### config.mk
export PLATFORM = sky130hd
export DESIGN_NAME = sdram_seq
export DESIGN_NICKNAME = d
export VERILOG_FILES = /design/src/rtl/sdram_seq_pkg.sv /design/src/rtl/sdram_seq_ctrl.sv /design/src/rtl/sdram_seq_dp.sv /design/src/rtl/sdram_seq.sv
export SDC_FILE = /design/constraint.sdc
export NUM_CORES = 1
export LEC_CHECK = 0
export BUFFER_PORTS_ARGS = -buffer_cell sky130_fd_sc_hd__clkbuf_2
export CORE_ASPECT_RATIO = 0.75
export CORE_MARGIN = 5
export CORE_UTILIZATION = 50
export CTS_CLUSTER_DIAMETER = 200
export CTS_CLUSTER_SIZE = 30
export DETAILED_ROUTE_END_ITERATION = 7
export PLACE_DENSITY = 0.87
export RECOVER_POWER = 25
export SYNTH_ARGS = -nofsm -noshare
export SYNTH_HDL_FRONTEND = slang
export SYNTH_SLANG_ARGS = --single-unit
### constraint.sdc
create_clock -name clk -period 2 [get_ports clk]
set_clock_uncertainty 0.15 [all_clocks]
set_input_delay 0 -clock clk [delete_from_list [all_inputs] [get_ports clk]]
set_output_delay 0 -clock clk [all_outputs]
set_load 0.01 [all_outputs]
### src/rtl/sdram_seq_pkg.sv
package sdram_seq_pkg;

  // one strobe per command kind, driven by control, consumed by datapath
  typedef struct packed {
    logic doPreAll;
    logic doRefresh;
    logic doMode;
    logic doAct;
    logic doRw;
  } seqStrobe_t;

  // {rasN, casN, weN} patterns with csN low
  localparam logic [2:0] RCW_NOP = 3'b111;
  localparam logic [2:0] RCW_ACT = 3'b011;
  localparam logic [2:0] RCW_RD  = 3'b101;
  localparam logic [2:0] RCW_WR  = 3'b100;
  localparam logic [2:0] RCW_PRE = 3'b010;
  localparam logic [2:0] RCW_REF = 3'b001;
  localparam logic [2:0] RCW_MRS = 3'b000;

  function automatic int maxOf(input int a, input int b);
    return (a > b) ? a : b;
  endfunction

endpackage

### src/rtl/sdram_seq_ctrl.sv
module sdram_seq_ctrl
  import sdram_seq_pkg::*;
#(
  parameter int INIT_WAIT    = 26600,
  parameter int REF_INTERVAL = 2075,
  parameter int T_RCD        = 3,
  parameter int T_RAS        = 6,
  parameter int T_RC         = 9,
  parameter int T_RP         = 3,
  parameter int T_RFC        = 9,
  parameter int T_MRD        = 2
) (
  input  logic       clk,
  input  logic       rstN,
  input  logic       reqValid,
  output seqStrobe_t strobe,
  output logic       initDone
);

  // closing tail after the column command: covers both row cycle and active+precharge
  localparam int ACC_TAIL = maxOf(T_RC - T_RCD, T_RAS - T_RCD + T_RP);
  localparam int WAIT_MAX = maxOf(maxOf(INIT_WAIT, ACC_TAIL),
                                  maxOf(maxOf(T_RFC, T_RCD), maxOf(T_RP, T_MRD)));
  localparam int HOLD_W   = $clog2(WAIT_MAX + 1);
  localparam int REF_W    = $clog2(REF_INTERVAL + 1);

  typedef enum logic [2:0] {
    ST_HOLD, ST_PREALL, ST_REF1, ST_REF2, ST_MODE, ST_IDLE, ST_RW
  } state_t;

  state_t            state, resume, after;
  logic [HOLD_W-1:0] holdCnt;
  logic [REF_W-1:0]  refCnt;
  logic              refPending;
  logic              issuing;
  int                gap;
  logic              refWrap;

  assign refWrap = initDone && (refCnt == REF_W'(REF_INTERVAL - 1));

  always_comb begin
    strobe  = '0;
    issuing = 1'b0;
    gap     = 0;
    after   = state;
    case (state)
      ST_PREALL: begin strobe.doPreAll  = 1'b1; issuing = 1'b1; gap = T_RP;  after = ST_REF1; end
      ST_REF1:   begin strobe.doRefresh = 1'b1; issuing = 1'b1; gap = T_RFC; after = ST_REF2; end
      ST_REF2:   begin strobe.doRefresh = 1'b1; issuing = 1'b1; gap = T_RFC; after = ST_MODE; end
      ST_MODE:   begin strobe.doMode    = 1'b1; issuing = 1'b1; gap = T_MRD; after = ST_IDLE; end
      ST_IDLE: begin
        if (refPending) begin
          strobe.doRefresh = 1'b1; issuing = 1'b1; gap = T_RFC; after = ST_IDLE;
        end else if (reqValid) begin
          strobe.doAct = 1'b1; issuing = 1'b1; gap = T_RCD; after = ST_RW;
        end
      end
      ST_RW:     begin strobe.doRw = 1'b1; issuing = 1'b1; gap = ACC_TAIL; after = ST_IDLE; end
      default: ;
    endcase
  end

  always_ff @(posedge clk) begin
    if (!rstN) begin
      state    <= ST_HOLD;
      holdCnt  <= HOLD_W'(INIT_WAIT - 1);
      resume   <= ST_PREALL;
      initDone <= 1'b0;
    end else begin
      if (state == ST_HOLD) begin
        if (holdCnt == '0) state <= resume;
        else               holdCnt <= holdCnt - 1'b1;
      end else if (issuing) begin
        if (gap <= 1) begin
          state <= after;
        end else begin
          state   <= ST_HOLD;
          holdCnt <= HOLD_W'(gap - 2);
          resume  <= after;
        end
      end
      if (state == ST_IDLE) initDone <= 1'b1;
    end
  end

  // refresh budget counter, runs once initialization is finished
  always_ff @(posedge clk) begin
    if (!rstN) begin
      refCnt     <= '0;
      refPending <= 1'b0;
    end else begin
      if (strobe.doRefresh && state == ST_IDLE) refPending <= 1'b0;
      if (initDone) begin
        if (refWrap) begin
          refCnt     <= '0;
          refPending <= 1'b1;
        end else begin
          refCnt <= refCnt + 1'b1;
        end
      end
    end
  end


  one_cmd_chk: assert property (@(posedge clk) disable iff (!rstN)
    $onehot0(strobe));


  ref_first_chk: assert property (@(posedge clk) disable iff (!rstN)
    (refPending && state == ST_IDLE) |-> !strobe.doAct);

endmodule

### src/rtl/sdram_seq_dp.sv
module sdram_seq_dp
  import sdram_seq_pkg::*;
#(
  parameter int              BANK_W    = 2,
  parameter int              ROW_W     = 12,
  parameter int              COL_W     = 8,
  parameter int              ADDR_W    = 12,
  parameter logic [11:0]     MODE_WORD = 12'h030,
  parameter int              T_RCD     = 3,
  parameter int              T_RC      = 9,
  parameter int              T_RP      = 3,
  parameter int              T_RFC     = 9,
  parameter int              T_MRD     = 2
) (
  input  logic                            clk,
  input  logic                            rstN,
  input  seqStrobe_t                      strobe,
  input  logic [BANK_W+ROW_W+COL_W-1:0]   reqAddr,
  input  logic                            reqWrite,
  output logic                            reqAck,
  output logic                            cke,
  output logic                            csN,
  output logic                            rasN,
  output logic                            casN,
  output logic                            weN,
  output logic [BANK_W-1:0]               ba,
  output logic [ADDR_W-1:0]               addr
);

  localparam int REQ_W  = BANK_W + ROW_W + COL_W;
  localparam int AP_BIT = 10;
  localparam int CAP    = maxOf(maxOf(T_RC, T_RFC), maxOf(maxOf(T_RP, T_MRD), T_RCD)) + 1;
  localparam int GAP_W  = $clog2(CAP + 1);

  logic [BANK_W-1:0] bankQ;
  logic [COL_W-1:0]  colQ;
  logic              writeQ;
  logic [ADDR_W-1:0] rowAddr, rwAddr, allAddr;

  always_comb begin
    rowAddr = '0;
    rowAddr[ROW_W-1:0] = reqAddr[COL_W +: ROW_W];
    rwAddr = '0;
    rwAddr[COL_W-1:0] = colQ;
    rwAddr[AP_BIT] = 1'b1;
    allAddr = '0;
    allAddr[AP_BIT] = 1'b1;
  end

  always_ff @(posedge clk) begin
    if (!rstN) begin
      cke    <= 1'b0;
      csN    <= 1'b1;
      {rasN, casN, weN} <= RCW_NOP;
      ba     <= '0;
      addr   <= '0;
      reqAck <= 1'b0;
      bankQ  <= '0;
      colQ   <= '0;
      writeQ <= 1'b0;
    end else begin
      cke    <= 1'b1;
      csN    <= 1'b0;
      reqAck <= 1'b0;
      ba     <= '0;
      addr   <= '0;
      {rasN, casN, weN} <= RCW_NOP;
      if (strobe.doPreAll) begin
        {rasN, casN, weN} <= RCW_PRE;
        addr <= allAddr;
      end else if (strobe.doRefresh) begin
        {rasN, casN, weN} <= RCW_REF;
      end else if (strobe.doMode) begin
        {rasN, casN, weN} <= RCW_MRS;
        addr <= ADDR_W'(MODE_WORD);
      end else if (strobe.doAct) begin
        {rasN, casN, weN} <= RCW_ACT;
        ba     <= reqAddr[REQ_W-1 -: BANK_W];
        addr   <= rowAddr;
        bankQ  <= reqAddr[REQ_W-1 -: BANK_W];
        colQ   <= reqAddr[COL_W-1:0];
        writeQ <= reqWrite;
      end else if (strobe.doRw) begin
        {rasN, casN, weN} <= writeQ ? RCW_WR : RCW_RD;
        ba     <= bankQ;
        addr   <= rwAddr;
        reqAck <= 1'b1;
      end
    end
  end

  // pin-level spacing trackers for the assertions below
  logic [2:0]       pinRcw, lastRcw;
  logic             isCmd, isRw, actSeen;
  logic [GAP_W-1:0] sinceCmd, sinceAct;

  assign pinRcw = {rasN, casN, weN};
  assign isCmd  = !csN && (pinRcw != RCW_NOP);
  assign isRw   = !csN && (pinRcw == RCW_RD || pinRcw == RCW_WR);

  always_ff @(posedge clk) begin
    if (!rstN) begin
      lastRcw  <= RCW_NOP;
      sinceCmd <= GAP_W'(CAP);
      sinceAct <= GAP_W'(CAP);
      actSeen  <= 1'b0;
    end else begin
      if (isCmd) begin
        lastRcw  <= pinRcw;
        sinceCmd <= GAP_W'(1);
      end else if (sinceCmd < GAP_W'(CAP)) begin
        sinceCmd <= sinceCmd + 1'b1;
      end
      if (isCmd && pinRcw == RCW_ACT) begin
        sinceAct <= GAP_W'(1);
        actSeen  <= 1'b1;
      end else if (sinceAct < GAP_W'(CAP)) begin
        sinceAct <= sinceAct + 1'b1;
      end
    end
  end


  ack_chk: assert property (@(posedge clk) disable iff (!rstN)
    reqAck |-> isRw);


  auto_pre_chk: assert property (@(posedge clk) disable iff (!rstN)
    isRw |-> addr[AP_BIT]);


  rcd_chk: assert property (@(posedge clk) disable iff (!rstN)
    (isCmd && lastRcw == RCW_ACT) |-> (isRw && sinceCmd == GAP_W'(T_RCD)));


  mode_gap_chk: assert property (@(posedge clk) disable iff (!rstN)
    (isCmd && lastRcw == RCW_MRS) |-> (sinceCmd >= GAP_W'(T_MRD)));


  ref_gap_chk: assert property (@(posedge clk) disable iff (!rstN)
    (isCmd && lastRcw == RCW_REF) |-> (sinceCmd >= GAP_W'(T_RFC)));


  pre_gap_chk: assert property (@(posedge clk) disable iff (!rstN)
    (isCmd && lastRcw == RCW_PRE) |-> (sinceCmd >= GAP_W'(T_RP)));


  row_cycle_chk: assert property (@(posedge clk) disable iff (!rstN)
    (actSeen && !csN && (pinRcw == RCW_ACT || pinRcw == RCW_REF)) |-> (sinceAct >= GAP_W'(T_RC)));

endmodule

### src/rtl/sdram_seq.sv
module sdram_seq
  import sdram_seq_pkg::*;
#(
  parameter int          BANK_W       = 2,
  parameter int          ROW_W        = 12,
  parameter int          COL_W        = 8,
  parameter int          ADDR_W       = 12,
  parameter logic [11:0] MODE_WORD    = 12'h030,
  parameter int          INIT_WAIT    = 26600,
  parameter int          REF_INTERVAL = 2075,
  parameter int          T_RCD        = 3,
  parameter int          T_RAS        = 6,
  parameter int          T_RC         = 9,
  parameter int          T_RP         = 3,
  parameter int          T_RFC        = 9,
  parameter int          T_MRD        = 2
) (
  input  logic                          clk,
  input  logic                          rstN,
  input  logic                          reqValid,
  input  logic                          reqWrite,
  input  logic [BANK_W+ROW_W+COL_W-1:0] reqAddr,
  output logic                          reqAck,
  output logic                          initDone,
  output logic                          cke,
  output logic                          csN,
  output logic                          rasN,
  output logic                          casN,
  output logic                          weN,
  output logic [BANK_W-1:0]             ba,
  output logic [ADDR_W-1:0]             addr
);

  seqStrobe_t strobe;

  sdram_seq_ctrl #(
    .INIT_WAIT(INIT_WAIT), .REF_INTERVAL(REF_INTERVAL),
    .T_RCD(T_RCD), .T_RAS(T_RAS), .T_RC(T_RC), .T_RP(T_RP),
    .T_RFC(T_RFC), .T_MRD(T_MRD)
  ) u_ctrl (
    .clk(clk), .rstN(rstN), .reqValid(reqValid),
    .strobe(strobe), .initDone(initDone)
  );

  sdram_seq_dp #(
    .BANK_W(BANK_W), .ROW_W(ROW_W), .COL_W(COL_W), .ADDR_W(ADDR_W),
    .MODE_WORD(MODE_WORD), .T_RCD(T_RCD), .T_RC(T_RC), .T_RP(T_RP),
    .T_RFC(T_RFC), .T_MRD(T_MRD)
  ) u_dp (
    .clk(clk), .rstN(rstN), .strobe(strobe),
    .reqAddr(reqAddr), .reqWrite(reqWrite), .reqAck(reqAck),
    .cke(cke), .csN(csN), .rasN(rasN), .casN(casN), .weN(weN),
    .ba(ba), .addr(addr)
  );

endmodule

==> results of run 1 <==
[power breakdown]
group	internal, mW	switching, mW
Clock	0.650	0.570
Combinational	0.0766	0.0663
Sequential	1.32	0.00646
Total	2.05	0.643
[routing by layer]
metal	share of wire	vias to the layer above	wire length [µm]
met1	0.36	1458	3760
li1	-	1399	-
met5	0	-	0
met2	0.49	233	5090
met3	0.092	66	964
met4	0.061	0	642
[worst reg2reg max path: cells and delay by family, from the launching register on]
family / cells / cell delay, ns
buffers and inverters: 1 / 0.08
adder cells (fa/ha/maj): 1 / 0.13
AO/OA/AOI/OAI: 1 / 0.17
AND/OR/NAND/NOR: 4 / 1.28
flip-flops: 1 / 0.34
[registers in the layout (all words and copies together) (netlist names), 2 cells and up]
name            cells
u_ctrl.holdCnt     15
u_ctrl.refCnt      12
u_ctrl.resume       3
u_ctrl.state        3
u_dp.addr          12
u_dp.ba             2
u_dp.bankQ          2
u_dp.colQ           8
[how the worst max path moves through the flow]
stage                  startpoint                  to  slack [ns]  cells after the start
2_1_floorplan  u_ctrl.holdCnt[10]  u_ctrl.holdCnt[13]      -0.007                      7
3_3_place_gp    u_ctrl.holdCnt[1]  u_ctrl.holdCnt[13]       -0.01                      8
3_5_place_dp    u_ctrl.holdCnt[1]     u_ctrl.state[2]       -0.08                      7
4_1_cts         u_ctrl.holdCnt[1]     u_ctrl.state[2]       -0.05                      7
5_1_grt         u_ctrl.holdCnt[1]     u_ctrl.state[2]       -0.25                      7
6_report        u_ctrl.holdCnt[1]     u_ctrl.state[2]       -0.21                      7
[what timing repair did]
item,CTS,global route
resized for setup,13,24
buffers inserted,1,8
cloned,0,1
hold endpoints to repair,39,0
setup endpoints to repair,17,40
pin swaps,10,12
hold buffers,25,0
[cells in the mapped netlist, drive strengths merged, types with 2 or more instances]
| cell | n |
|---|---|
| a31oi | 3 |
| nor4b | 2 |
| nand2 | 50 |
| and3 | 6 |
| o21ai | 18 |
| a32oi | 2 |
| nor2 | 36 |
| a31o | 2 |
| o211ai | 3 |
| xor2 | 9 |
| or4 | 5 |
| a22o | 8 |
| a21oi | 33 |
| a21o | 4 |
| inv | 9 |
| o31ai | 2 |
| buf | 4 |
| nand4 | 3 |
| nand2b | 3 |
| dfxtp | 66 |
| and2 | 2 |
| or3 | 5 |
| nor3 | 10 |
| ha | 5 |
| nor4 | 3 |
| nand3 | 8 |
| mux2i | 2 |
| clkbuf | 10 |
[kinds of logic (layout without fill, tap and decap cells)]
logic type	after synthesis	after routing	share of synthesized area
fa+ha+maj	5	5	0.0224
mux	3	3	0.0112
buf+inv	23	145	0.0341
compound gates	84	84	0.190
xor+xnor	10	10	0.0314
flops	66	66	0.473
simple gates	138	138	0.238
[placed cells by master, fill, tap and decap left out, types with 8 or more instances in the layout]
master,instances
nand3_1,8
clkbuf_1,16
o21ai_0,13
a22o_1,8
clkbuf_8,11
xor2_1,9
buf_4,44
dfxtp_1,63
dlygate4sd3_1,25
nand2_1,48
nor2_1,32
clkbuf_2,30
a21oi_1,26
[layout make-up]
type / instances / area [µm²]
clock buffers: 11 / 151
multi-input cells: 240 / 1490
clock inverters: 5 / 60.1
inverters: 9 / 33.8
well taps: 75 / 93.8
fillers: 340 / 1380
repair buffers: 120 / 847
flip-flops and latches: 66 / 1330
[metrics by stage]
| stage | utilization | cells |
|---|---|---|
| detailed placement | 0.626 | 475 |
| global placement | 0.626 | 475 |
| floorplan | - | 329 |
| finish | 0.744 | 526 |
| CTS | 0.721 | 517 |
| global route | 0.744 | 526 |
==> flow_summary.json, run 1 <==
{
  "status": "finished, violations left",
  "violations": "negative setup slack",
  "grt_max_degree": 24,
  "ys_ff_latch": 66,
  "syn_to_final_growth_pct": 43.4,
  "dominantRegCellSynth": "dfxtp_1",
  "vias": 3156,
  "dpl-instance-area_um2": 3370,
  "busiest_layer": "met2",
  "cts.htree.levels": 3,
  "grt_pass1_wl_um": 15200,
  "die_h_um": 74.7,
  "worst_setup_path_start_kind": "register",
  "async_flop_share": 0,
  "powerDensity_nw_per_um2": 672,
  "overflow": 0,
  "fin_crit_sh": 1.10,
  "grt_pass1_vias": 3047,
  "cellLeakagePower_nw": 1.65,
  "worstSetupEndpointType": "register",
  "dieArea_um2": 7190,
  "min_path_type": "primary input to register",
  "hold-worst-slack_ns": 0.249,
  "max_slew_margin": 0.698,
  "layout_setup_ws_ns": -0.208,
  "rows": 23,
  "use_met1": 0.316,
  "nNetsFinal": 477,
  "hold_depth": 3,
  "met2_usage": 0.480,
  "via_per_inst": 6.00,
  "diodes": 0,
  "rsz0062_at_grt": "yes",
  "max-cap-violations": 0,
  "finish.instance_area_um2": 4000,
  "synth.area.top_cells": "dfxtp_1 (47%), nand2_1 (6.7%), a21oi_1 (5.7%), nor2_1 (4.8%), o21ai_0 (3.2%)",
  "reg2regPathDepth": 7,
  "fin_crit_ns": 2.21,
  "cts_sinks": 66,
  "io_buffers": 46,
  "hp-start": "reqAddr[17]",
  "gp_congestion": 0.922,
  "ys_seq_area_frac": 0.473,
  "start_util": 0.519,
  "synth_cells": 329,
  "grt_antenna_before_repair": 0,
  "netlist.area_leader.share": 0.473,
  "grtUsageTotal": 0.284,
  "r2r-end": "u_ctrl.state[2]",
  "ant_nets": 0,
  "drive_above_1_share": 0.288,
  "pin_count": 47,
  "clkTransAtPathRegs_ns": 0.08,
  "crit_buf_inv": 1,
  "crit_chain": "inv_2 -> ha_4 -> or3b_4 -> or3_4 -> nor3_4 -> nand2_2 -> a21oi_2",
  "worstPathArrival_ns": 2.36,
  "min_to": "u_dp.addr[9]",
  "cp.required_ns": 2.15,
  "fmax_mhz": 453,
  "drc": 0,
  "p_total_mw": 2.69,
  "r2r-start": "u_ctrl.holdCnt[1]",
  "pre_cts_slack_ns": -0.0836,
  "avgSynthCellArea_um2": 8.48,
  "syn_nets": 360,
  "worst_pin_slew_ns": 0.449,
  "max_stage_delay_ns": 0.45,
  "synth_top_area_cell": "dfxtp_1",
  "r2r_slack_ns": -0.21,
  "drt_first_iter_violations": 378,
  "core_um2": 5380,
  "route.final.wire_length_um": 10500,
  "clockRootBuffer": "clkbuf_8",
  "slowest_stage": "or3_4",
  "syn-cell-area_um2": 2790,
  "worstSkewPairLatency_ns": 0.36,
  "finalHoldViolCount": 0,
  "die_width_um": 96.3,
  "finalMaxSlewViolations": 0,
  "setup_viol": 16,
  "grt_util_met3": 0.0789,
  "clock_path_buffers": 2,
  "peakVddDrop_mv": 0.491,
  "dp_hpwl_um": 5590,
  "routedWlPerCell_um": 19.9,
  "yosys_warnings": 0,
  "finalSetupTns_ns": -2.02,
  "crit_fanout": 4,
  "crit_type": "register to register",
  "synth-edff-count": 0,
  "cts_buffers": 9,
  "dr.pass1.iters": 5,
  "ys_types": 50,
  "crit_family": "simple AND/OR/NAND/NOR gates",
  "cts_tree": "done"
}
Power figures use the tool's default switching activity.
==> run 2: changes to the inputs <==
--- a/config.mk
+++ b/config.mk
@@ -12,6 +12,7 @@
 export CTS_CLUSTER_DIAMETER = 200
 export CTS_CLUSTER_SIZE = 30
 export DETAILED_ROUTE_END_ITERATION = 7
+export GPL_TIMING_DRIVEN = 0
 export PLACE_DENSITY = 0.87
 export RECOVER_POWER = 25
 export SYNTH_ARGS = -nofsm -noshare
==> run 2 against run 1 <==
Against the previous run: the run still ends with negative setup slack left; combinational power grew 13%; fmax barely moved; wire length increased by 8.0%; via count up 4.5%; critical path depth stayed put; power rose by 3.4%; flip-flop and latch count is the same; clock power rose by 6%; sequential share of layout area increased by 0.17 points.
==> flow_summary.json, run 2 (synthesis results as in run 1) <==
{
  "core_um2": 5380,
  "die_width_um": 96.3,
  "vias": 3297,
  "gp_congestion": 0.928,
  "grt_pass1_vias": 3044,
  "clock_path_buffers": 2,
  "r2r-start": "u_ctrl.holdCnt[1]",
  "grtUsageTotal": 0.291,
  "worstPathArrival_ns": 2.30,
  "layout_setup_ws_ns": -0.208,
  "setup_viol": 18,
  "violations": "negative setup slack",
  "reg_top3": "u_ctrl.holdCnt: 15 flops, u_ctrl.refCnt: 12 flops, u_dp.addr: 12 flops",
  "crit_type": "register to register",
  "fmax_mhz": 453,
  "worstSetupEndpointType": "register",
  "via_per_inst": 6.49,
  "cts_sinks": 66,
  "worstSkewPairLatency_ns": 0.37,
  "max_slew_margin": 0.543,
  "grt_max_degree": 14,
  "worst_pin_slew_ns": 0.686,
  "drt_first_iter_violations": 540,
  "drive_above_1_share": 0.333,
  "p_total_mw": 2.78,
  "multi_input_area_um2": 1620,
  "cts_buffers": 9,
  "cp.required_ns": 2.09,
  "drc": 0,
  "nNetsFinal": 459,
  "top_register": "u_ctrl.holdCnt",
  "io_buffers": 46,
  "grt_antenna_before_repair": 0,
  "dieArea_um2": 7190,
  "powerDensity_nw_per_um2": 692,
  "grt_pass1_wl_um": 15300,
  "cts.htree.levels": 3,
  "start_util": 0.519,
  "dp_hpwl_um": 5270,
  "crit_fanout": 4,
  "pin_count": 47,
  "die_h_um": 74.7,
  "rsz0062_at_grt": "yes",
  "diodes": 0,
  "clockRootBuffer": "clkbuf_8",
  "ant_nets": 0,
  "cts_tree": "done",
  "peakVddDrop_mv": 0.496,
  "finalHoldViolCount": 0,
  "routedWlPerCell_um": 22.2,
  "fin_crit_ns": 2.21,
  "ff_latch_area_um2": 1340,
  "clkTransAtPathRegs_ns": 0.09,
  "overflow": 0,
  "dr.pass1.iters": 7,
  "final_cell_mix": "dfxtp_1 (58), clkbuf_2 (49), nand2_1 (47)",
  "startpoint": "u_ctrl.holdCnt[1]",
  "nFillCells": 325,
  "cellLeakagePower_nw": 1.62,
  "finalMaxSlewViolations": 0,
  "rows": 23,
  "route.final.wire_length_um": 11300,
  "fin_crit_sh": 1.10,
  "max-cap-violations": 0,
  "syn_to_final_growth_pct": 43.9,
  "min_path_type": "primary input to register",
  "hp-start": "reqAddr[16]",
  "hold-worst-slack_ns": 0.242,
  "status": "finished, violations left",
  "worst_setup_path_start_kind": "register",
  "final_common_cell": "dfxtp_1",
  "largest_reg_flops": 15
}
## run 2: changes by cell type in the layout (fill, tap and decap cells not counted), moves of 5 or more
| cell | change |
|---|---|
| dfxtp_1 | -5 |
| clkbuf_1 | -12 |
| clkbuf_2 | +19 |
| buf_4 | -29 |
## run 2: area by class of cell
cell class	instances	area share
Multi-Input combinational cell	240	0.403
Inverter	9	0.00903
Clock inverter	7	0.0249
Timing Repair Buffer	89	0.158
Buffer	13	0.0187
Tap cell	75	0.0234
Clock buffer	9	0.0308
Sequential cell	66	0.333
## run 2: critical path, cell delays in order (launching register included)
cell	delay (ns)
dfxtp_2	0.33
inv_2	0.09
ha_4	0.14
or3b_4	0.41
buf_6	0.14
nor4b_1	0.49
o311a_1	0.25
o21ai_1	0.08
## run 2: routing by layer
layer / up-vias / share of wire / global-route usage
met2: 338 / 0.45 / 0.442
met4: 0 / 0.092 / 0.192
met1: 1466 / 0.33 / 0.357
li1: 1368 / - / -
met5: - / 0 / 0
met3: 125 / 0.12 / 0.0919
## run 2: worst paths after layout
kind / slack (ns) / cells past startpoint / endpoint
worst max-delay path: -0.21 / 7 / u_ctrl.holdCnt[10]
worst min register to register: 0.31 / 2 / u_ctrl.state[2]
worst max register to register: -0.21 / 7 / u_ctrl.holdCnt[10]
worst min-delay path: 0.24 / 3 / u_dp.addr[8]
## run 2: repair_timing
action,in CTS,in global routing
setup endpoints to repair,30,39
hold buffers,25,0
endpoints found under the hold margin,33,0
pin swaps,16,9
buffers inserted,13,5
cloned,1,0
resized for setup,37,54
## run 2: report_power, final
part	total, mW	internal (mW)	switching (mW)
clock	1.29	0.712	0.580
combinational	0.162	0.0806	0.0814
sequential	1.33	1.32	0.00827
total	2.78	2.11	0.669
## run 2: stage by stage
step	setup TNS (ns)	worst slack, ns	instance area [µm²]	utilization	cells
2_1_floorplan	-0.0291	-0.00703	2820	-	329
3_3_place_gp	-3.52	-0.188	3140	0.584	450
3_5_place_dp	-4.88	-0.277	3140	0.584	450
4_1_cts	-0.780	-0.107	3810	0.709	505
5_1_grt	-2.35	-0.305	4020	0.747	508
6_report	-1.72	-0.208	4020	0.747	508
==> run 3: changes to the inputs <==
--- a/config.mk
+++ b/config.mk
@@ -13,7 +13,7 @@
 export CTS_CLUSTER_SIZE = 30
 export DETAILED_ROUTE_END_ITERATION = 7
 export GPL_TIMING_DRIVEN = 0
-export PLACE_DENSITY = 0.87
+export PLACE_DENSITY = 0.75
 export RECOVER_POWER = 25
 export SYNTH_ARGS = -nofsm -noshare
 export SYNTH_HDL_FRONTEND = slang
==> run 3 against run 2 <==
Against the previous run: the run still ends with negative setup slack left; fmax is 5.9% higher; flip-flop and latch count unchanged; register-to-register slack improved by 0.12 ns; clock-buffer cell count grew 2; largest cell class unchanged; non-clock buffer count fell by 8; wire length down 30%; critical path depth is the same; clock power shrank 5%; sequential power about the same; via count is 15% lower.
==> flow_summary.json, run 3 (synthesis results as in run 1) <==
{
  "rows": 23,
  "crit_fanout": 6,
  "grt_antenna_before_repair": 0,
  "io_buffers": 46,
  "worstSetupEndpointType": "register",
  "die_h_um": 74.7,
  "worst_setup_path_start_kind": "register",
  "crit_type": "register to register",
  "final_common_cell": "dfxtp_1",
  "pin_count": 47,
  "max_stage_delay_ns": 0.43,
  "dp_hpwl_um": 5070,
  "core_um2": 5380,
  "grtUsageTotal": 0.233,
  "routedWlPerCell_um": 15.7,
  "final_cells": 500,
  "cts_tree": "done",
  "status": "finished, violations left",
  "peakVddDrop_mv": 0.433,
  "gp_congestion": 0.899,
  "drive_above_1_share": 0.221,
  "die_width_um": 96.3,
  "grt_pass1_wl_um": 12800,
  "final_cell_mix": "dfxtp_1 (61), nand2_1 (50), nor2_1 (32)",
  "worstSkewPairLatency_ns": 0.34,
  "violations": "negative setup slack",
  "drt_first_iter_violations": 160,
  "finalHoldViolCount": 0,
  "cts_sinks": 66,
  "overflow": 0,
  "max-cap-violations": 0,
  "via_per_inst": 5.59,
  "ant_nets": 0,
  "top_register": "u_ctrl.holdCnt",
  "dp_cells": 450,
  "crit_buf_inv": 1,
  "start_util": 0.519,
  "clock_path_buffers": 2,
  "finalSetupTns_ns": -0.642,
  "max_slew_margin": 0.549,
  "crit_family": "simple AND/OR/NAND/NOR gates",
  "cts.htree.levels": 3,
  "reg_top3": "u_ctrl.holdCnt: 15 flops, u_ctrl.refCnt: 12 flops, u_dp.addr: 12 flops",
  "worst_pin_slew_ns": 0.674,
  "p_total_mw": 2.69,
  "grt_max_degree": 12,
  "route.final.wire_length_um": 7850,
  "fmax_mhz": 480,
  "powerDensity_nw_per_um2": 715,
  "cp.required_ns": 2.12,
  "fin_crit_sh": 1.04,
  "clkTransAtPathRegs_ns": 0.07,
  "drc": 0,
  "rsz0062_at_grt": "yes",
  "pre_cts_slack_ns": -0.252,
  "finalMaxSlewViolations": 0,
  "finalCoreUtilization": 0.700,
  "worstPathArrival_ns": 2.20,
  "slowest_stage": "or3_4",
  "dieArea_um2": 7190,
  "layout_setup_ws_ns": -0.0851,
  "fin_crit_ns": 2.09,
  "clockRootBuffer": "clkbuf_8",
  "cts_buffers": 9,
  "nNetsFinal": 451,
  "vias": 2796,
  "diodes": 0,
  "grt_pass1_vias": 2681,
  "setup_viol": 16,
  "syn_to_final_growth_pct": 35.0,
  "cellLeakagePower_nw": 1.50,
  "largest_reg_flops": 15,
  "dr.pass1.iters": 5,
  "min_path_type": "primary input to register",
  "crit_chain": "inv_2 -> ha_4 -> or3b_4 -> or3_4 -> nor3_4 -> nand2_1 -> a21oi_2"
}
[run 3: cell types whose count changed in the layout (fill, tap and decap cells not counted), sizes merged]
cell	before	now
buf	24	13
clkbuf	62	67
inv	11	9
clkinv	3	2
clkinvlp	0	1
[run 3: layout make-up]
class	instances	area, µm²
fillers	415	1610
multi-input cells	240	1480
flip-flops and latches	66	1330
repair buffers	80	532
clock buffers	11	141
well taps	75	93.8
plain buffers	14	80.1
clock inverters	5	77.6
inverters	9	33.8
[run 3: final timing paths]
check / startpoint / end / slack [ns] / cells past startpoint
max: u_ctrl.holdCnt[1] / u_ctrl.state[2] / -0.09 / 7
min: reqAddr[8] / u_dp.addr[0] / 0.26 / 3
max reg2reg: u_ctrl.holdCnt[1] / u_ctrl.state[2] / -0.09 / 7
min reg2reg: u_dp.bankQ[0] / u_dp.bankQ[0] / 0.31 / 2
[run 3: where the power goes]
part | total, mW | internal (mW) | leakage (nW) | switching (mW)
clock network | 1.23 | 0.732 | 0.109 | 0.503
logic | 0.132 | 0.0704 | 0.854 | 0.0612
registers | 1.33 | 1.32 | 0.535 | 0.00656
total | 2.69 | 2.12 | 1.50 | 0.571
[run 3: repair_timing]
item	in CTS	in global routing
pin swaps	11	6
hold buffers	25	0
resized for setup	29	13
endpoints found under the hold margin	31	0
cloned	1	0
endpoints found under the setup margin	37	37
setup buffers	8	0
[run 3: per-stage QoR]
| stage | hold slack [ns] | cell area, µm² |
|---|---|---|
| 4_1_cts | 0.258 | 3750 |
| 2_1_floorplan | -0.122 | 2820 |
| 3_3_place_gp | 0.0686 | 3140 |
| 5_1_grt | 0.267 | 3770 |
| 3_5_place_dp | 0.0677 | 3140 |
| 6_report | 0.260 | 3770 |
[run 3: layer usage]
layer	global-route usage	wire, µm	vias to the layer above
li1	-	-	1353
met1	0.303	3400	1325
met2	0.383	3840	99
met3	0.0649	480	19
met4	0.0694	128	0
met5	0	0	-
[run 3: worst min-delay path, delay by kind of cell]
| kind | cells | cell delay [ns] |
|---|---|---|
| buffers and inverters | 2 | 0.61 |
| AO/OA/AOI/OAI | 1 | 0.11 |
